==> src/rtl/pf_pkg.sv <==
package pf_pkg;
    localparam int unsigned PF0_W     = 4;
    localparam int unsigned PF1_W     = 8;
    localparam int unsigned PF2_W     = 8;
    localparam int unsigned HALF_BITS = PF0_W + PF1_W + PF2_W;

    typedef enum logic [1:0] {
        SEL_PF0  = 2'd0,
        SEL_PF1  = 2'd1,
        SEL_PF2  = 2'd2,
        SEL_CTRL = 2'd3
    } pf_sel_e;

    // Left-half bit sequence; element 0 is shown first.
    function automatic logic [HALF_BITS-1:0] left_seq(
        input logic [PF0_W-1:0] a,
        input logic [PF1_W-1:0] b,
        input logic [PF2_W-1:0] c
    );
        logic [HALF_BITS-1:0] s;
        for (int i = 0; i < int'(PF0_W); i++) s[i] = a[i];
        for (int i = 0; i < int'(PF1_W); i++) s[PF0_W + i] = b[PF1_W - 1 - i];
        for (int i = 0; i < int'(PF2_W); i++) s[PF0_W + PF1_W + i] = c[i];
        return s;
    endfunction
endpackage

==> src/rtl/pf_hcount.sv <==
module pf_hcount #(
    parameter int unsigned LINE_CLKS   = 228,
    parameter int unsigned HBLANK_CLKS = 68,
    parameter int unsigned BIT_CLKS    = 4,
    localparam int unsigned HPOS_W     = $clog2(LINE_CLKS),
    localparam int unsigned BIDX_W     = $clog2(2 * pf_pkg::HALF_BITS)
) (
    input  logic              clk,
    input  logic              rst_n,
    input  logic              line_start,
    output logic [HPOS_W-1:0] hpos_o,
    output logic              vis_o,
    output logic [BIDX_W-1:0] bidx_o,
    output logic              stage_o
);
    localparam logic [HPOS_W-1:0] LAST = HPOS_W'(LINE_CLKS - 1);
    localparam logic [HPOS_W-1:0] HB   = HPOS_W'(HBLANK_CLKS);

    typedef struct packed {
        logic [HPOS_W-1:0] hpos;
    } cnt_t;

    cnt_t cur_q, nxt_d;
    logic [HPOS_W-1:0] xoff;

    always_comb begin
        nxt_d = cur_q;
        if (line_start)            nxt_d.hpos = '0;
        else if (cur_q.hpos == LAST) nxt_d.hpos = '0;
        else                       nxt_d.hpos = cur_q.hpos + 1'b1;
    end

    always_ff @(posedge clk or negedge rst_n) begin
        if (!rst_n) cur_q <= '0;
        else        cur_q <= nxt_d;
    end

    always_comb begin
        vis_o   = (cur_q.hpos >= HB);
        xoff    = cur_q.hpos - HB;
        bidx_o  = vis_o ? BIDX_W'(32'(xoff) / BIT_CLKS) : '0;
        stage_o = !vis_o || ((32'(xoff) % BIT_CLKS) == BIT_CLKS - 1);
        hpos_o  = cur_q.hpos;
    end

    assert_line_restart_R2: assert property (@(posedge clk) disable iff (!rst_n)
        line_start |=> (cur_q.hpos == '0));

    assert_line_wrap_R9: assert property (@(posedge clk) disable iff (!rst_n)
        (!line_start && cur_q.hpos == LAST) |=> (cur_q.hpos == '0));
endmodule

==> src/rtl/pf_regs.sv <==
module pf_regs #(
    parameter int unsigned DATA_W = 8
) (
    input  logic                     clk,
    input  logic                     rst_n,
    input  logic                     wr_en,
    input  logic [1:0]               wr_sel,
    input  logic [DATA_W-1:0]        wr_data,
    input  logic                     stage,
    output logic [pf_pkg::PF0_W-1:0] pf0_o,
    output logic [pf_pkg::PF1_W-1:0] pf1_o,
    output logic [pf_pkg::PF2_W-1:0] pf2_o,
    output logic                     mirror_o
);
    import pf_pkg::*;

    typedef struct packed {
        logic [PF0_W-1:0] pf0;
        logic [PF1_W-1:0] pf1;
        logic [PF2_W-1:0] pf2;
        logic             mir_req;
        logic             mir_use;
    } reg_t;

    reg_t cur_q, nxt_d;

    always_comb begin
        nxt_d = cur_q;
        if (wr_en) begin
            case (pf_sel_e'(wr_sel))
                SEL_PF0:  nxt_d.pf0     = wr_data[DATA_W-1 -: PF0_W];
                SEL_PF1:  nxt_d.pf1     = wr_data[PF1_W-1:0];
                SEL_PF2:  nxt_d.pf2     = wr_data[PF2_W-1:0];
                SEL_CTRL: nxt_d.mir_req = wr_data[0];
                default:  ;
            endcase
        end
        // mode only moves at a bit end or during blank
        if (stage) nxt_d.mir_use = cur_q.mir_req;
    end

    always_ff @(posedge clk or negedge rst_n) begin
        if (!rst_n) cur_q <= '0;
        else        cur_q <= nxt_d;
    end

    assign pf0_o    = cur_q.pf0;
    assign pf1_o    = cur_q.pf1;
    assign pf2_o    = cur_q.pf2;
    assign mirror_o = cur_q.mir_use;

    assert_mode_hold_R8: assert property (@(posedge clk) disable iff (!rst_n)
        !stage |=> $stable(cur_q.mir_use));

    assert_pf1_write_R7: assert property (@(posedge clk) disable iff (!rst_n)
        (wr_en && wr_sel == 2'd1) |=> (cur_q.pf1 == $past(wr_data[PF1_W-1:0])));
endmodule

==> src/rtl/pf_pixel.sv <==
module pf_pixel #(
    localparam int unsigned BIDX_W = $clog2(2 * pf_pkg::HALF_BITS)
) (
    input  logic                     clk,
    input  logic                     rst_n,
    input  logic                     vis,
    input  logic [BIDX_W-1:0]        bidx,
    input  logic                     mirror,
    input  logic [pf_pkg::PF0_W-1:0] pf0,
    input  logic [pf_pkg::PF1_W-1:0] pf1,
    input  logic [pf_pkg::PF2_W-1:0] pf2,
    output logic                     pix_o
);
    import pf_pkg::*;

    typedef struct packed {
        logic pix;
    } pix_t;

    pix_t cur_q, nxt_d;
    logic [HALF_BITS-1:0] seq;
    int unsigned b, idx;

    always_comb begin
        nxt_d = cur_q;
        seq   = left_seq(pf0, pf1, pf2);
        b     = 32'(bidx);
        if (b < HALF_BITS)  idx = b;
        else if (mirror)    idx = 2 * HALF_BITS - 1 - b;
        else                idx = b - HALF_BITS;
        nxt_d.pix = vis && (idx < HALF_BITS) && seq[idx];
    end

    always_ff @(posedge clk or negedge rst_n) begin
        if (!rst_n) cur_q <= '0;
        else        cur_q <= nxt_d;
    end

    assign pix_o = cur_q.pix;
endmodule

==> src/rtl/pf_line_serializer.sv <==
module pf_line_serializer #(
    parameter int unsigned LINE_CLKS   = 228,
    parameter int unsigned HBLANK_CLKS = 68,
    parameter int unsigned BIT_CLKS    = 4,
    parameter int unsigned DATA_W      = 8
) (
    input  logic              clk,
    input  logic              rst_n,
    input  logic              line_start,
    input  logic              wr_en,
    input  logic [1:0]        wr_sel,
    input  logic [DATA_W-1:0] wr_data,
    output logic              pf_out
);
    import pf_pkg::*;

    localparam int unsigned HPOS_W = $clog2(LINE_CLKS);
    localparam int unsigned BIDX_W = $clog2(2 * HALF_BITS);

    logic [HPOS_W-1:0] hpos;
    logic              vis, stage, mirror;
    logic [BIDX_W-1:0] bidx;
    logic [PF0_W-1:0]  pf0;
    logic [PF1_W-1:0]  pf1;
    logic [PF2_W-1:0]  pf2;

    pf_hcount #(
        .LINE_CLKS  (LINE_CLKS),
        .HBLANK_CLKS(HBLANK_CLKS),
        .BIT_CLKS   (BIT_CLKS)
    ) u_cnt (
        .clk       (clk),
        .rst_n     (rst_n),
        .line_start(line_start),
        .hpos_o    (hpos),
        .vis_o     (vis),
        .bidx_o    (bidx),
        .stage_o   (stage)
    );

    pf_regs #(.DATA_W(DATA_W)) u_regs (
        .clk     (clk),
        .rst_n   (rst_n),
        .wr_en   (wr_en),
        .wr_sel  (wr_sel),
        .wr_data (wr_data),
        .stage   (stage),
        .pf0_o   (pf0),
        .pf1_o   (pf1),
        .pf2_o   (pf2),
        .mirror_o(mirror)
    );

    pf_pixel u_pix (
        .clk   (clk),
        .rst_n (rst_n),
        .vis   (vis),
        .bidx  (bidx),
        .mirror(mirror),
        .pf0   (pf0),
        .pf1   (pf1),
        .pf2   (pf2),
        .pix_o (pf_out)
    );

    assert_blank_dark_R3: assert property (@(posedge clk) disable iff (!rst_n)
        (hpos < HPOS_W'(HBLANK_CLKS)) |=> !pf_out);
endmodule

==> config.mk <==
export PLATFORM = sky130hd
export DESIGN_NAME = pf_line_serializer
export DESIGN_NICKNAME = d
export VERILOG_FILES = /design/src/rtl/pf_pkg.sv /design/src/rtl/pf_hcount.sv /design/src/rtl/pf_regs.sv /design/src/rtl/pf_pixel.sv /design/src/rtl/pf_line_serializer.sv
export SDC_FILE = /design/constraint.sdc
export NUM_CORES = 1
export LEC_CHECK = 0
export BUFFER_PORTS_ARGS = -buffer_cell sky130_fd_sc_hd__buf_2
export CAP_MARGIN = 20
export CORE_UTILIZATION = 55
export DETAILED_ROUTE_END_ITERATION = 7
export GPL_TIMING_DRIVEN = 0
export PLACE_DENSITY_LB_ADDON = 0.2
export SYNTH_ARGS = -nofsm -noshare
export SYNTH_HDL_FRONTEND = slang
export SYNTH_HIERARCHICAL = 1
export SYNTH_SLANG_ARGS = --single-unit
==> constraint.sdc <==
create_clock -name clk -period 9.2 [get_ports clk]
set_clock_uncertainty 0.2 [all_clocks]
set_input_delay 1.84 -clock clk [delete_from_list [all_inputs] [get_ports clk]]
set_output_delay 1.84 -clock clk [all_outputs]
set_load 0.01 [all_outputs]
==> results of run 1 <==
sequential cells by signal, indices dropped and copies added, names as in the netlist:
name             cells
u_cnt/hpos_o         8
u_regs/cur_q         1
u_regs/pf1_o         8
u_regs/pf2_o         8
u_regs/pf0_o         4
u_pix/pix_o          1
u_regs/mirror_o      1
cells in the mapped netlist, drive strengths merged (3+ instances only):
library cell,instances
a211oi,3
a21oi,7
buf,25
dfrtp,31
ha,10
inv,9
mux2,23
mux2i,7
mux4,3
nand2,8
nand3,5
nor2,22
nor2b,4
nor3,5
o211ai,3
o21ai,9
o31ai,3
xnor2,6
per-stage QoR:
stage | cell area (um2) | power [mW] | cells | hold slack, ps | utilization
floorplan | 2248 | 0.2296 | 218 | 273.6 | -
global placement | 2379 | 0.2467 | 280 | 288.7 | 0.6262
detailed placement | 2379 | 0.2499 | 280 | 295.0 | 0.6262
CTS | 2460 | 0.3518 | 288 | 309.2 | 0.6476
global route | 2460 | 0.3672 | 288 | 319.4 | 0.6476
finish | 2460 | 0.3467 | 288 | 305.4 | 0.6476
area by class of cell:
| cell class | count | area, um2 |
|---|---|---|
| fillers | 310 | 1339 |
| multi-input cells | 151 | 1237 |
| flip-flops and latches | 31 | 775.7 |
| plain buffers | 27 | 201.4 |
| clock buffers | 7 | 76.32 |
| repair buffers | 14 | 70.07 |
| well taps | 48 | 60.06 |
| inverters | 9 | 33.78 |
| clock inverters | 1 | 5.005 |
kinds of logic after synthesis:
kind of cell,Yosys count,share of synthesized area
buf+inv,36,0.1046
fa+ha+maj,10,0.05565
compound gates,38,0.1324
xor+xnor,8,0.03116
simple gates,62,0.1547
mux,33,0.1764
flops,31,0.3450
path summary, 6_finish.rpt:
check	start	to	slack (ps)	depth (start not counted)
max	u_cnt/hpos_o[3]	u_pix/pix_o	5280	13
min	u_regs/pf1_o[0]	u_regs/pf1_o[0]	310	1
max reg2reg	u_cnt/hpos_o[3]	u_pix/pix_o	5280	13
min reg2reg	u_regs/pf1_o[0]	u_regs/pf1_o[0]	310	1
max in group asynchronous	rst_n	u_regs/pf2_o[4]	6930	1
min in group asynchronous	rst_n	u_cnt/hpos_o[3]	1410	1
power groups by stage:
stage	clock, mW	combinational (mW)	sequential, mW
5_1_grt	0.110	0.0868	0.170
6_report	0.0998	0.0791	0.168
3_5_place_dp	0	0.0794	0.171
3_3_place_gp	0	0.0771	0.170
4_1_cts	0.104	0.0795	0.168
2_1_floorplan	0	0.0633	0.166
layer usage:
layer | global-route usage | routed length (um) | vias to the layer above
li1 | - | - | 817
met1 | 0.3215 | 2075 | 778
met2 | 0.3240 | 1885 | 27
met3 | 0.05345 | 145 | 2
met4 | 0.05319 | 17 | 0
met5 | 0 | 0 | -
==> flow_summary.toml, run 1 <==
[outcome]
status = "completed"

[floorplanning]
start_util = 0.5919
die_y_um = 65.94
fp-row-count = 22
ios = 15
core_um2 = 3799
die_w_um = 65.94
dieArea_um2 = 4347

[place]
port_buffers = 14
place.gp.congestion = 0.8063
post-place-ws_ps = 5298
hpwl_um = 3148

[timing]
tightest_slew_ps = 707.7
rsz0062_at_grt = "false"
tns_ps = 0
timing.final.crit_share = 0.4265
hold_viol = 0
finalCriticalPeriod_ps = 3923
setup_ws_ps = 5277
setup_viol = 0
fmax_ghz = 0.2549
slew_viol_final = 0
relSlewSlack = 0.5282

[clock_tree]
cts_buffers = 5
cts_tree = "built"
clock_path_buffers = 2
cts.clk_slew.worst_paths_ps = 60
cts_max_level = 2
root_buffer = "clkbuf_8"
cts_setup_buffers = 0
holdBufCountCts = 0
cts.sinks = 31
cts_resized = 0
clk_latency_ps = 270

[setup_path]
crit_fanout = 10
cp_slowest_cell = "dfrtp_1"
critPathArrivalTime_ps = 3880
crit_family = "simple AND/OR/NAND/NOR gates"
required_ps = 9160
path_cells = "inv_1 > ha_1 > or3b_4 > a221oi_4 > nor2_1 > ha_1 > a211o_4 > and2_4 > buf_6 > mux2_2 > nor2_1 > o311a_1 > nor4_2"
cp-start-kind = "flop"
criticalPathCategory = "reg -> reg"
crit_path_end_kind = "flop"
crit_buf_inv = 2
slowest_delay_ps = 430

[yosys]
syn_avg_cell_area_um2 = 10.31
yosysWarningCount = 6
synth_area_leaders = "dfrtp_1, mux2_2, buf_4, ha_1, nor2_1"
yosysUniqueCellTypes = 51
yosysSeqAreaShare = 0.3450
ys_ff_latch = 31
syn-cell-area_um2 = 2248
synth_top_area_share = 0.3450
yosysTopAreaCell = "dfrtp_1"
syn_nets = 242
synth_edf_count = 0
synth_ff_type = "dfrtp_1"
async_flop_share = 1.000
syn_inst = 218

[route]
wl_per_cell_um = 14.32
via_per_inst = 5.639
drtIter0Drc = 103
ant_nets = 0
wl_um = 4124
via_count = 1624
first_pass_iters = 4
drc = 0

[job]
drv_cap = 0

[layout]
drive_above_1_share = 0.3500
num_antenna_cells = 0
final_cell_mix = "dfrtp_1, mux2_2, nor2_1"
final_common_cell = "dfrtp_1"
nets = 263
area_growth_pct = 9.405

[power_and_ir_drop]
intPower_uw = 258.0
switchingPower_uw = 88.72
p_clk_frac = 0.288
p_comb_frac = 0.228
netSwitchingFraction = 0.2559
p_per_area_nw_per_um2 = 140.9
p_leak_nw = 1.052
seqPwrFrac = 0.484
ir_drop_uv = 119.5

[global_route]
first_global_vias = 1528
grt_pass1_wl_um = 7176
grt_max_degree = 32
overflow = 0
gr-usage-all-layers = 0.2192
antenna_found_initial = 0

[min_path]
min_path_type = "reg -> reg"
Note: power is estimated with default switching activity, not from simulation.
==> run 2: changes to the inputs <==
clock period = 3.8 ns   (was 9.2 ns; I/O delays follow)
==> run 2 against run 1 <==
Net effect: utilization rose by 1.4 points; via count grew 2.6%; total power grew 140%; critical path type unchanged; global-route usage about the same.
==> flow_summary.toml, run 2 (same netlist as run 1, synthesis figures left out) <==
[route]
first_pass_iters = 5
drc = 0
wl_per_cell_um = 14.63
via_per_inst = 5.709
ant_nets = 0
wl_um = 4271
drtIter0Drc = 129
via_count = 1667

[layout]
drive_above_1_share = 0.3893
final_cell_mix = "dfrtp_1, buf_4, mux2_2"
num_antenna_cells = 0
area_growth_pct = 11.85
final_common_cell = "dfrtp_1"
utilization = 0.6621
design_area_um2 = 2515
nets = 267

[setup_path]
slowest_delay_ps = 440
crit_family = "simple AND/OR/NAND/NOR gates"
criticalPathCategory = "reg -> reg"
path_common_cell = "ha_2"
required_ps = 3770
cp_slowest_cell = "dfrtp_2"
path_cells = "inv_2 > ha_2 > or3b_4 > a221oi_4 > nor2_2 > ha_2 > a211o_4 > and2_4 > buf_6 > mux2_2 > nor2_1 > o311a_1 > nor4_4"
crit_path_end_kind = "flop"
critPathArrivalTime_ps = 3620
crit_buf_inv = 2
crit_fanout = 10
cp-start-kind = "flop"

[clock_tree]
cts_buffers = 5
cts.clk_slew.worst_paths_ps = 70
cts_tree = "built"
cts.sinks = 31
clk_latency_ps = 270
cts_max_level = 2
root_buffer = "clkbuf_8"
clock_path_buffers = 2

[global_route]
gr-usage-all-layers = 0.2196
grt_max_degree = 32
antenna_found_initial = 0
first_global_vias = 1530
grt_pass1_wl_um = 7189
overflow = 0

[timing]
timing.final.crit_share = 0.9603
tns_ps = 0
finalCriticalPeriod_ps = 3649
slew_viol_final = 0
setup_viol = 0
hold_viol = 0
relSlewSlack = 0.5313
rsz0062_at_grt = "false"
tightest_slew_ps = 703.0
fmax_ghz = 0.2740

[power_and_ir_drop]
p_per_area_nw_per_um2 = 335.1
p_leak_nw = 1.064
ir_drop_uv = 288.0
switchingPower_uw = 216.4
p_clk_frac = 0.286
netSwitchingFraction = 0.2567
p_comb_frac = 0.232
intPower_uw = 626.5
seqPwrFrac = 0.482

[floorplanning]
dieArea_um2 = 4347
ios = 15
core_um2 = 3799
start_util = 0.5919
fp-row-count = 22
die_y_um = 65.94
die_w_um = 65.94

[job]
drv_cap = 0

[place]
place.gp.congestion = 0.8063
placed_area_um2 = 2379
port_buffers = 14
hpwl_um = 3148

[outcome]
status = "completed"

[min_path]
min_path_type = "reg -> reg"
==> run 2: cell count changes in the layout (fill, tap and decap cells not counted), moves of 2 or more <==
cell / before / now
dfrtp_1: 31 / 29
dfrtp_2: 0 / 2
ha_2: 0 / 3
buf_4: 20 / 23
ha_1: 10 / 7
==> run 2: per-layer routing <==
layer | global-route usage | wire length [um]
met1 | 0.3226 | 2144
met2 | 0.3240 | 1970
met3 | 0.05345 | 138
met4 | 0.05319 | 17
met5 | 0 | 0
==> run 2: area by class of cell <==
cell class / instances / area, um2
plain buffers: 27 / 201.4
clock buffers: 7 / 76.32
clock inverters: 1 / 5.005
fillers: 306 / 1284
inverters: 9 / 33.78
multi-input cells: 151 / 1256
flip-flops and latches: 31 / 778.2
well taps: 48 / 60.06
repair buffers: 18 / 103.9
==> run 2: what timing repair did <==
item | 4_1_cts | 5_1_grt
hold buffers | 0 | 0
buffers inserted | 1 | 3
pin swaps | 1 | 1
resized for setup | 0 | 9
endpoints found under the setup margin | 1 | 1
==> run 2: path summary, 6_finish.rpt <==
check	startpoint	end	slack, ps	cells after the start
setup / recovery	u_cnt/hpos_o[3]	u_pix/pix_o	150	13
hold / removal	u_regs/pf2_o[0]	u_regs/pf2_o[0]	300	1
setup reg to reg	u_cnt/hpos_o[3]	u_pix/pix_o	150	13
hold reg to reg	u_regs/pf2_o[0]	u_regs/pf2_o[0]	300	1
max in group asynchronous	rst_n	u_cnt/hpos_o[2]	2580	1
min in group asynchronous	rst_n	u_cnt/hpos_o[3]	340	1
==> run 2: metrics by stage <==
stage               total power, mW  hold slack (ps)  worst slack (ps)  std cells
floorplan                    0.5560            264.4             283.1        218
global placement             0.5972            288.7            -66.79        280
detailed placement           0.6051            295.0            -102.5        280
CTS                          0.8516            309.2             30.56        289
global route                 0.8925            319.4             23.02        292
finish                       0.8429            305.0             151.0        292
==> run 2: power groups by stage <==
stage	Sequential, mW	Combinational, mW	Clock (mW)
floorplan	0.403	0.153	0
global placement	0.411	0.187	0
detailed placement	0.413	0.192	0
CTS	0.407	0.192	0.252
global route	0.412	0.214	0.266
finish	0.406	0.195	0.241
